**src/rtl/scs_pkg.sv**
```systemverilog
package scs_pkg;

    typedef enum logic [2:0] {
        ST_IDLE,
        ST_SHIFT,
        ST_HOLD,
        ST_GAP,
        ST_PDOWN
    } scs_state_e;

    typedef struct packed {
        scs_state_e state;
        logic [2:0] bitc;
        logic       hi;
        logic       dph;
        logic       wr;
        logic       sclk;
        logic       oe;
        logic       pd;
        logic       rvalid;
        logic [7:0] rdata;
        logic [7:0] wdata;
    } scs_reg_t;

    function automatic longint ns_to_cyc(longint ns, longint hz);
        longint c;
        c = (ns * hz + 64'd999_999_999) / 64'd1_000_000_000;
        return (c < 1) ? 64'd1 : c;
    endfunction

endpackage

```
**src/rtl/scs_dcount.sv**
```systemverilog
module scs_dcount #(
    parameter int W = 8
) (
    input  logic         clk_i,
    input  logic         rst_ni,
    input  logic         load_i,
    input  logic [W-1:0] val_i,
    input  logic         dec_i,
    output logic         zero_o
);
    logic [W-1:0] cnt_d, cnt_q;

    always_comb begin
        cnt_d = cnt_q;
        if (load_i) begin
            cnt_d = val_i;
        end else if (dec_i && cnt_q != '0) begin
            cnt_d = cnt_q - 1'b1;
        end
    end

    always_ff @(posedge clk_i or negedge rst_ni) begin
        if (!rst_ni) cnt_q <= '0;
        else         cnt_q <= cnt_d;
    end

    assign zero_o = (cnt_q == '0);
endmodule

```
**src/rtl/scs_shreg.sv**
```systemverilog
module scs_shreg #(
    parameter int W = 8
) (
    input  logic         clk_i,
    input  logic         rst_ni,
    input  logic         load_i,
    input  logic [W-1:0] val_i,
    input  logic         shift_i,
    input  logic         in_i,
    output logic [W-1:0] q_o
);
    logic [W-1:0] sr_d, sr_q;

    always_comb begin
        sr_d = sr_q;
        if (load_i) begin
            sr_d = val_i;
        end else if (shift_i) begin
            sr_d = {sr_q[W-2:0], in_i};
        end
    end

    always_ff @(posedge clk_i or negedge rst_ni) begin
        if (!rst_ni) sr_q <= '0;
        else         sr_q <= sr_d;
    end

    assign q_o = sr_q;
endmodule

```
**src/rtl/ser_cmd_seq.sv**
```systemverilog
module ser_cmd_seq
    import scs_pkg::*;
#(
    parameter int SYS_CLK_HZ   = 50_000_000,
    parameter int SCK_HALF     = 4,
    parameter int LONG_GAP_NS  = 100_000,
    parameter int SHORT_GAP_NS = 120,
    parameter int PD_NS        = 100_000
) (
    input  logic       clk_i,
    input  logic       rst_ni,
    input  logic       cmd_req_i,
    input  logic       cmd_wr_i,
    input  logic [6:0] cmd_addr_i,
    input  logic [7:0] cmd_wdata_i,
    output logic       cmd_rdy_o,
    output logic [7:0] rd_data_o,
    output logic       rd_valid_o,
    input  logic       pd_req_i,
    output logic       pd_o,
    output logic       sclk_o,
    output logic       sdio_o,
    output logic       sdio_oe_o,
    input  logic       sdio_i
);
    localparam longint LONG_C  = ns_to_cyc(longint'(LONG_GAP_NS), longint'(SYS_CLK_HZ));
    localparam longint SHORT_C = ns_to_cyc(longint'(SHORT_GAP_NS), longint'(SYS_CLK_HZ));
    localparam longint PD_C    = ns_to_cyc(longint'(PD_NS), longint'(SYS_CLK_HZ));
    localparam longint HALF_C  = longint'(SCK_HALF);
    localparam longint MAX_A   = (LONG_C > SHORT_C) ? LONG_C : SHORT_C;
    localparam longint MAX_B   = (PD_C > HALF_C) ? PD_C : HALF_C;
    localparam longint MAX_C   = (MAX_A > MAX_B) ? MAX_A : MAX_B;
    localparam int     CW      = $clog2(MAX_C + 1);
    localparam logic [CW-1:0] HALF_LD  = CW'(HALF_C - 1);
    localparam logic [CW-1:0] LONG_LD  = CW'(LONG_C - 1);
    localparam logic [CW-1:0] SHORT_LD = CW'(SHORT_C - 1);
    localparam logic [CW-1:0] PD_LD    = CW'(PD_C - 1);

    scs_reg_t r_d, r_q;

    logic          half_load, half_zero;
    logic          gap_load, gap_dec, gap_zero;
    logic [CW-1:0] gap_val;
    logic          sr_load, sr_shift, sr_in;
    logic [7:0]    sr_val, sr_q;

    scs_dcount #(.W(CW)) i_half (
        .clk_i  (clk_i),
        .rst_ni (rst_ni),
        .load_i (half_load),
        .val_i  (HALF_LD),
        .dec_i  (r_q.state == ST_SHIFT),
        .zero_o (half_zero)
    );

    scs_dcount #(.W(CW)) i_gap (
        .clk_i  (clk_i),
        .rst_ni (rst_ni),
        .load_i (gap_load),
        .val_i  (gap_val),
        .dec_i  (gap_dec),
        .zero_o (gap_zero)
    );

    scs_shreg #(.W(8)) i_sr (
        .clk_i   (clk_i),
        .rst_ni  (rst_ni),
        .load_i  (sr_load),
        .val_i   (sr_val),
        .shift_i (sr_shift),
        .in_i    (sr_in),
        .q_o     (sr_q)
    );

    always_comb begin
        r_d       = r_q;
        r_d.rvalid = 1'b0;
        half_load = 1'b0;
        gap_load  = 1'b0;
        gap_val   = LONG_LD;
        gap_dec   = (r_q.state == ST_HOLD) || (r_q.state == ST_GAP) ||
                    (r_q.state == ST_PDOWN);
        sr_load   = 1'b0;
        sr_val    = {cmd_wr_i, cmd_addr_i};
        sr_shift  = 1'b0;
        sr_in     = 1'b0;

        unique case (r_q.state)
            ST_IDLE: begin
                if (cmd_req_i) begin
                    r_d.state = ST_SHIFT;
                    r_d.wr    = cmd_wr_i;
                    r_d.wdata = cmd_wdata_i;
                    r_d.dph   = 1'b0;
                    r_d.bitc  = '0;
                    r_d.hi    = 1'b0;
                    r_d.sclk  = 1'b0;
                    r_d.oe    = 1'b1;
                    sr_load   = 1'b1;
                    half_load = 1'b1;
                end else if (pd_req_i) begin
                    r_d.state = ST_PDOWN;
                    r_d.pd    = 1'b1;
                    gap_load  = 1'b1;
                    gap_val   = PD_LD;
                end
            end
            ST_SHIFT: begin
                if (half_zero) begin
                    half_load = 1'b1;
                    if (!r_q.hi) begin
                        r_d.hi   = 1'b1;
                        r_d.sclk = 1'b1;
                        if (r_q.dph && !r_q.wr) begin
                            sr_shift = 1'b1;
                            sr_in    = sdio_i;
                        end
                    end else if (r_q.bitc == 3'd7) begin
                        if (!r_q.dph && r_q.wr) begin
                            r_d.dph  = 1'b1;
                            r_d.bitc = '0;
                            r_d.hi   = 1'b0;
                            r_d.sclk = 1'b0;
                            sr_load  = 1'b1;
                            sr_val   = r_q.wdata;
                        end else if (!r_q.dph) begin
                            r_d.oe    = 1'b0;
                            r_d.state = ST_HOLD;
                            gap_load  = 1'b1;
                            gap_val   = LONG_LD;
                        end else begin
                            r_d.oe    = 1'b0;
                            r_d.state = ST_GAP;
                            gap_load  = 1'b1;
                            gap_val   = r_q.wr ? LONG_LD : SHORT_LD;
                            if (!r_q.wr) begin
                                r_d.rdata  = sr_q;
                                r_d.rvalid = 1'b1;
                            end
                        end
                    end else begin
                        r_d.bitc = r_q.bitc + 3'd1;
                        r_d.hi   = 1'b0;
                        r_d.sclk = 1'b0;
                        if (!r_q.dph || r_q.wr) begin
                            sr_shift = 1'b1;
                        end
                    end
                end
            end
            ST_HOLD: begin
                if (gap_zero) begin
                    r_d.state = ST_SHIFT;
                    r_d.dph   = 1'b1;
                    r_d.bitc  = '0;
                    r_d.hi    = 1'b0;
                    r_d.sclk  = 1'b0;
                    half_load = 1'b1;
                end
            end
            ST_GAP: begin
                if (gap_zero) r_d.state = ST_IDLE;
            end
            ST_PDOWN: begin
                if (gap_zero) begin
                    r_d.state = ST_IDLE;
                    r_d.pd    = 1'b0;
                end
            end
            default: r_d.state = ST_IDLE;
        endcase
    end

    always_ff @(posedge clk_i or negedge rst_ni) begin
        if (!rst_ni) begin
            r_q       <= '0;
            r_q.state <= ST_IDLE;
            r_q.sclk  <= 1'b1;
        end else begin
            r_q <= r_d;
        end
    end

    assign cmd_rdy_o  = (r_q.state == ST_IDLE);
    assign rd_data_o  = r_q.rdata;
    assign rd_valid_o = r_q.rvalid;
    assign pd_o       = r_q.pd;
    assign sclk_o     = r_q.sclk;
    assign sdio_oe_o  = r_q.oe;
    assign sdio_o     = r_q.oe & sr_q[7];
endmodule

```
**config.mk**
```make
export PLATFORM = sky130hd
export DESIGN_NAME = ser_cmd_seq
export DESIGN_NICKNAME = d
export VERILOG_FILES = /design/src/rtl/scs_pkg.sv /design/src/rtl/scs_dcount.sv /design/src/rtl/scs_shreg.sv /design/src/rtl/ser_cmd_seq.sv
export SDC_FILE = /design/constraint.sdc
export NUM_CORES = 1
export LEC_CHECK = 0
export ABC_AREA = 0
export BUFFER_PORTS_ARGS = -buffer_cell sky130_fd_sc_hd__buf_2
export CORE_MARGIN = 2
export CORE_UTILIZATION = 50
export DETAILED_ROUTE_END_ITERATION = 16
export GPL_ROUTABILITY_DRIVEN = 0
export PLACE_DENSITY = 0.77
export SLEW_MARGIN = 40
export SYNTH_ARGS = -nofsm -noshare
export SYNTH_HDL_FRONTEND = slang
export SYNTH_SLANG_ARGS = --single-unit
```
**constraint.sdc**
```tcl
create_clock -name clk_i -period 2.58 [get_ports clk_i]
set_input_delay 0.645 -clock clk_i [delete_from_list [all_inputs] [get_ports clk_i]]
set_output_delay 0.645 -clock clk_i [all_outputs]
set_load 0.01 [all_outputs]
```
==> Yosys cells after proc, flatten, opt, wreduce, memory -nomap -nowiden <==
Index checks and enable logic that the tools add are counted.
{ "classes": {"add_sub_neg": 3, "n_eq_ne": 19, "n_mux": 81, "bitwise": 3, "n_reduce_logical": 30} }
{ "ops": {"columns": ["cell", "n"], "rows": [
  ["2-to-1 mux 13 bit", 11],
  ["2-to-1 mux 8 bit", 10],
  ["2-to-1 mux 9 bit", 7],
  ["2-to-1 mux 1 bit", 36],
  ["zero test 13 bit", 2],
  ["nonzero test 13 bit", 2],
  ["subtractor 13 x 1 -> 13 bit, second input constant", 2],
  ["AND reduction 7 bit", 3],
  ["inequality test 2 bit, second input constant", 9],
  ["2-to-1 mux 3 bit", 5],
  ["case mux 5 bit (3 select lines)", 1],
  ["case mux 3 bit (4 select lines)", 1],
  ["AND reduction 6 bit", 2],
  ["nonzero test 2 bit", 5],
  ["case mux 1 bit (2 select lines)", 4],
  ["AND reduction 4 bit", 2],
  ["equality test 3 x 2 -> 1 bit, second input constant", 2],
  ["equality test 3 bit, second input constant", 2],
  ["2-to-1 mux 6 bit", 1],
  ["case mux 1 bit (3 select lines)", 2],
  ["2-to-1 mux 5 bit", 1],
  ["AND reduction 5 bit", 1],
  ["logical AND 1 bit", 4],
  ["2-to-1 mux 4 bit", 1],
  ["15 further kinds", 20]
]} }
{ "word_totals": {"register_bits": 63, "in_bits": 21, "out_inout_bits": 14, "word_cells": 150} }

==> Logic depth before layout (Yosys ltp) <==
{ "logic_depth": {"word_depth": 9, "mapped_depth": 8, "mapped_depth_nobuf": 7} }

==> By module <==
A second synthesis with hierarchy kept.
{ "unflattened": {"cells_unflattened": 389, "area_unflattened_um2": 3798.6} }
{ "modules_own_cells": {"columns": ["module", "instances", "cells_per_inst", "area_per_inst_um2", "seq_area_each_um2"], "rows": [
  ["scs_dcount", 2, 103, 898.4, 325.3],
  ["ser_cmd_seq", 1, 149, 1629.1, 726.9],
  ["scs_shreg", 1, 34, 372.9, 200.2]
]} }

==> Worst setup path before layout <==
Ideal clock, no wire load.
{ "synth_timing": {"path_kind": "register to register", "start": "register i_half.cnt_q[0]", "end": "register r_q (netlist bit rd_data_o[1])", "setup_time_ps": 125, "t_arrival_ps": 2205, "required_ps": 2455, "path_slack_ps": 250, "stages_incl_launch_ff": 8, "path_buffers": 1, "period_less_slack_ps": 2330, "path_cell_list": "dfrtp_1 > inv_1 > ha_1 > nor3b_1 > nand4_1 > nor4_1 > buf_2 > mux2_2"} }
{ "synth_via": {"elab_chain_len": 2} }
{ "synth_lines": {"columns": ["element", "line_no", "text"], "rows": [
  ["start, declared", "scs_dcount.sv:11", "logic [W-1:0] cnt_d, cnt_q;"],
  ["start signal, assigned", "scs_dcount.sv:24", "else cnt_q <= cnt_d;"],
  ["zero test 13 bit", "scs_dcount.sv:27", "assign zero_o = (cnt_q == '0);"],
  ["AND reduction 7 bit (no line)", null, null],
  ["end signal, assigned", "ser_cmd_seq.sv:180", "r_q <= r_d;"],
  ["end, declared", "ser_cmd_seq.sv:39", "scs_reg_t r_d, r_q;"]
]} }
No other way between the ends.
A chain may end at the register's enable or synchronous reset.

==> Worst setup path after layout <==
{ "layout_timing": {"start": "register i_gap.cnt_q[3]", "end": "register r_q[22] (netlist name)"} }
{ "layout_via": {"elab_chain_len": 3} }
{ "layout_lines": {"columns": ["element", "line_no"], "rows": [
  ["start, declared", "scs_dcount.sv:11"],
  ["start signal, assigned", "scs_dcount.sv:24"],
  ["zero test 13 bit", "scs_dcount.sv:27"],
  ["inequality test 2 bit (no line)", null],
  ["AND reduction 4 bit (no line)", null]
]} }
No other way between the ends.

==> flow_summary_export.csv <==
group,metric,value,unit
run_status,status,"complete, no violations",
run,maxCapViolations,0,
clocking,cts_resized,0,
synthesis,netlist.top_cell.by_area,"dfrtp_1",
pwr,p_comb_share,33.2,%
synthesis,synth_common_cells,"dfrtp_1 (62), nor2_1 (28), mux2_2 (21)",
timing,finalCritPeriodShare,88.9,%
critical_path,crit_type,"reg2reg",
synthesis,synth.avg_cell_area,10.5,um2
global_route,grt_pass1_wl,12700,um
synthesis,async_reset_ff_share,100,%
critical_path,path_cells,"or4_1, nor4_1, a21o_2, or2_2, mux2_2",
placement,post-dp-hpwl,5200,um
synthesis,synth.top_cell.area_share,47.6,%
timing,max_freq,0.436,GHz
synthesis,synth_ff_type,"dfrtp_1",
floorplan,io_pins,35,
critical_path,critPathTopFamily,"simple AND/OR/NAND/NOR gates",
global_route,grt_max_degree,38,
timing,clock_skew,10.2,ps
route,postRouteAntennaNets,0,
pwr,leakagePower,0.00169,uW
synthesis,postSynthCellCount,309,
clocking,hold_buffers,0,
global_route,antenna_found_initial,0,
clocking,clock_sinks,63,
pwr,vdd_ir_drop_max,0.000663,V
timing,setup_viol,0,
critical_path,crit_arrival,2520,ps
synthesis,synth_nets,335,
cells_and_area,final_nets,374,
cells_and_area,drive_gt1_share,28.6,%
route,remaining_drc_errors,0,
cells_and_area,n_antenna_cell,0,
critical_path,crit_buf_inv,0,
timing,worst_pin_slew,683,ps
route,first_pass_iters,4,
placement,postPlaceCellArea,3530,um2
critical_path,slowest_delay,580,ps
pwr,totalPowerFinal,3780,uW
critical_path,critPathRequiredTime,2810,ps
route,routed_wl,7320,um
timing,worst_hold_slack,313,ps
clocking,cts-root-buf,"clkbuf_8",
clocking,cts_setup_buffers,0,
route,dr.first_iter.drc_count,213,
synthesis,yosysWarnings,0,
timing,rsz0062_at_grt,"no",
timing,finalHoldViolCount,0,
synthesis,synth_area_leaders,"dfrtp_1 (48%), mux2_2 (7.3%), xor2_1 (3.5%)",
route,vias,2567,
pwr,p_seq_share,41.6,%
global_route,track_usage,22.5,%
cells_and_area,final_cells,430,
placement,dp.cells,414,
critical_path,worst_path_max_delay_cell,"or4_1",
synthesis,synth-edff-count,0,
clocking,cts_buffer_depth,2,
placement,port_buffers,34,
min_path,min_path_type,"in2async",
pwr,p_switching,1340,uW
clocking,cts_tree,"yes",
floorplan,die_x,84.7,um
global_route,grt_pass1_vias,2571,
timing,tns,0,ps
timing,slew_headroom,54.5,%
critical_path,path_max_fanout,8,
pwr,p_int,2430,uW
route,via_per_inst,5.97,
clocking,htreeDepth,3,
cells_and_area,area_growth,15.4,%
critical_path,end_kind,"flop",
floorplan,core_area,6310,um2
clocking,numCtsBuffers,9,
critical_path,cp-start-kind,"flop",
clocking,clkLatencyLatePin,350,ps
floorplan,die-area,7170,um2
synthesis,yosysMostFrequentCell,"dfrtp_1",
synthesis,yosysSeqAreaShare,48.4,%
pwr,p_sw_share,35.6,%
timing,post-route-min-period,2290,ps
clocking,path_clk_slew,70,ps
route,wire_per_inst,17.0,um
floorplan,start_util,51.6,%
floorplan,rows,29,
synthesis,ys_ff_latch,63,
synthesis,synth_cell_types,51,
floorplan,die_h,84.7,um
pwr,power.density,1010,nW/um2
cells_and_area,final_area,3760,um2
global_route,overflow,0,
pwr,pwr-share-clk,25.3,%
synthesis,syn_area,3260,um2
timing,slew_violations,0,
## routing by layer
| metal | global-route usage, % | routed length [um] |
|---|---|---|
| met1 | 30.3 | 3160 |
| met2 | 35.4 | 3700 |
| met3 | 4.72 | 373 |
| met4 | 9.52 | 87 |
| met5 | 0 | 0 |
## through the flow
stage | util (%) | worst slack (ps)
floorplan | - | 250
global placement | 55.9 | 413
detailed placement | 55.9 | 315
CTS | 59.5 | 290
global route | 59.5 | 119
finish | 59.5 | 286
## power by group through the flow
stage / clock network (uW) / logic [uW] / registers (uW)
floorplan: 0 / 937 / 1470
global placement: 0 / 1190 / 1560
detailed placement: 0 / 1240 / 1580
CTS: 963 / 1260 / 1570
global route: 1010 / 1410 / 1620
finish: 955 / 1250 / 1570
## cell families after synthesis
group	share of synthesized area (%)
adder cells (fa/ha/maj)	1.92
multiplexers	7.57
AO/OA/AOI/OAI	12.5
flip-flops	48.4
AND/OR/NAND/NOR	20.2
XOR/XNOR	4.57
buffers and inverters	4.73
## state kept, by name, indices dropped and copies added, names as in the netlist
signal and count:
rd_valid_o 1, i_sr.q_o 8, i_half.cnt_q 13, sdio_oe_o 1, sclk_o 1, r_q 17
rd_data_o 8, pd_o 1, i_gap.cnt_q 13
## cells in the final DEF, fill, tap and decap left out, types with 6 or more instances in the layout
| master | netlist | routed |
|---|---|---|
| xor2_1 | 13 | 13 |
| nor2_1 | 28 | 28 |
| nand2_1 | 10 | 10 |
| nand4_1 | 9 | 9 |
| and3_1 | 6 | 6 |
| buf_4 | 8 | 14 |
| a21oi_1 | 13 | 13 |
| nor3_1 | 11 | 11 |
| o21ai_0 | 8 | 8 |
| o211ai_1 | 6 | 6 |
| nor4_1 | 7 | 6 |
| buf_2 | 6 | 34 |
| nand3_1 | 10 | 10 |
| clkbuf_8 | 0 | 14 |
| inv_1 | 8 | 8 |
| o31ai_1 | 6 | 6 |
| dfrtp_1 | 62 | 62 |
| mux2_2 | 21 | 21 |
## path summary, 6_finish.rpt
path                                 from             end  slack, ps  cells past startpoint
max in group asynchronous          rst_ni          sclk_o       1560                      2
setup reg to reg           i_gap.cnt_q[3]         r_q[22]        290                      5
hold / removal                     rst_ni  i_gap.cnt_q[2]        310                      1
min in group clk_i           rd_data_o[3]    rd_data_o[3]        510                      1
hold reg to reg              rd_data_o[3]    rd_data_o[3]        510                      1
setup / recovery           i_gap.cnt_q[3]         r_q[22]        290                      5
## worst reg2reg max path, delay by kind of cell (launching register included)
family	cells	cell delay [ps]
and+or+nand+nor	3	1130
DFF	1	420
muxes	1	330
AOI/OAI and AO/OA	1	290
## cell type report
cell class | instances | area, um2
fill | 532 | 2550
sequential | 63 | 1580
multi-input combinational | 217 | 1530
timing repair buffer | 49 | 295
clock buffer | 14 | 193
tap | 77 | 96.3
clock inverter | 2 | 35.0
inverter | 8 | 30.0
Note: power is estimated with default switching activity, not from simulation.
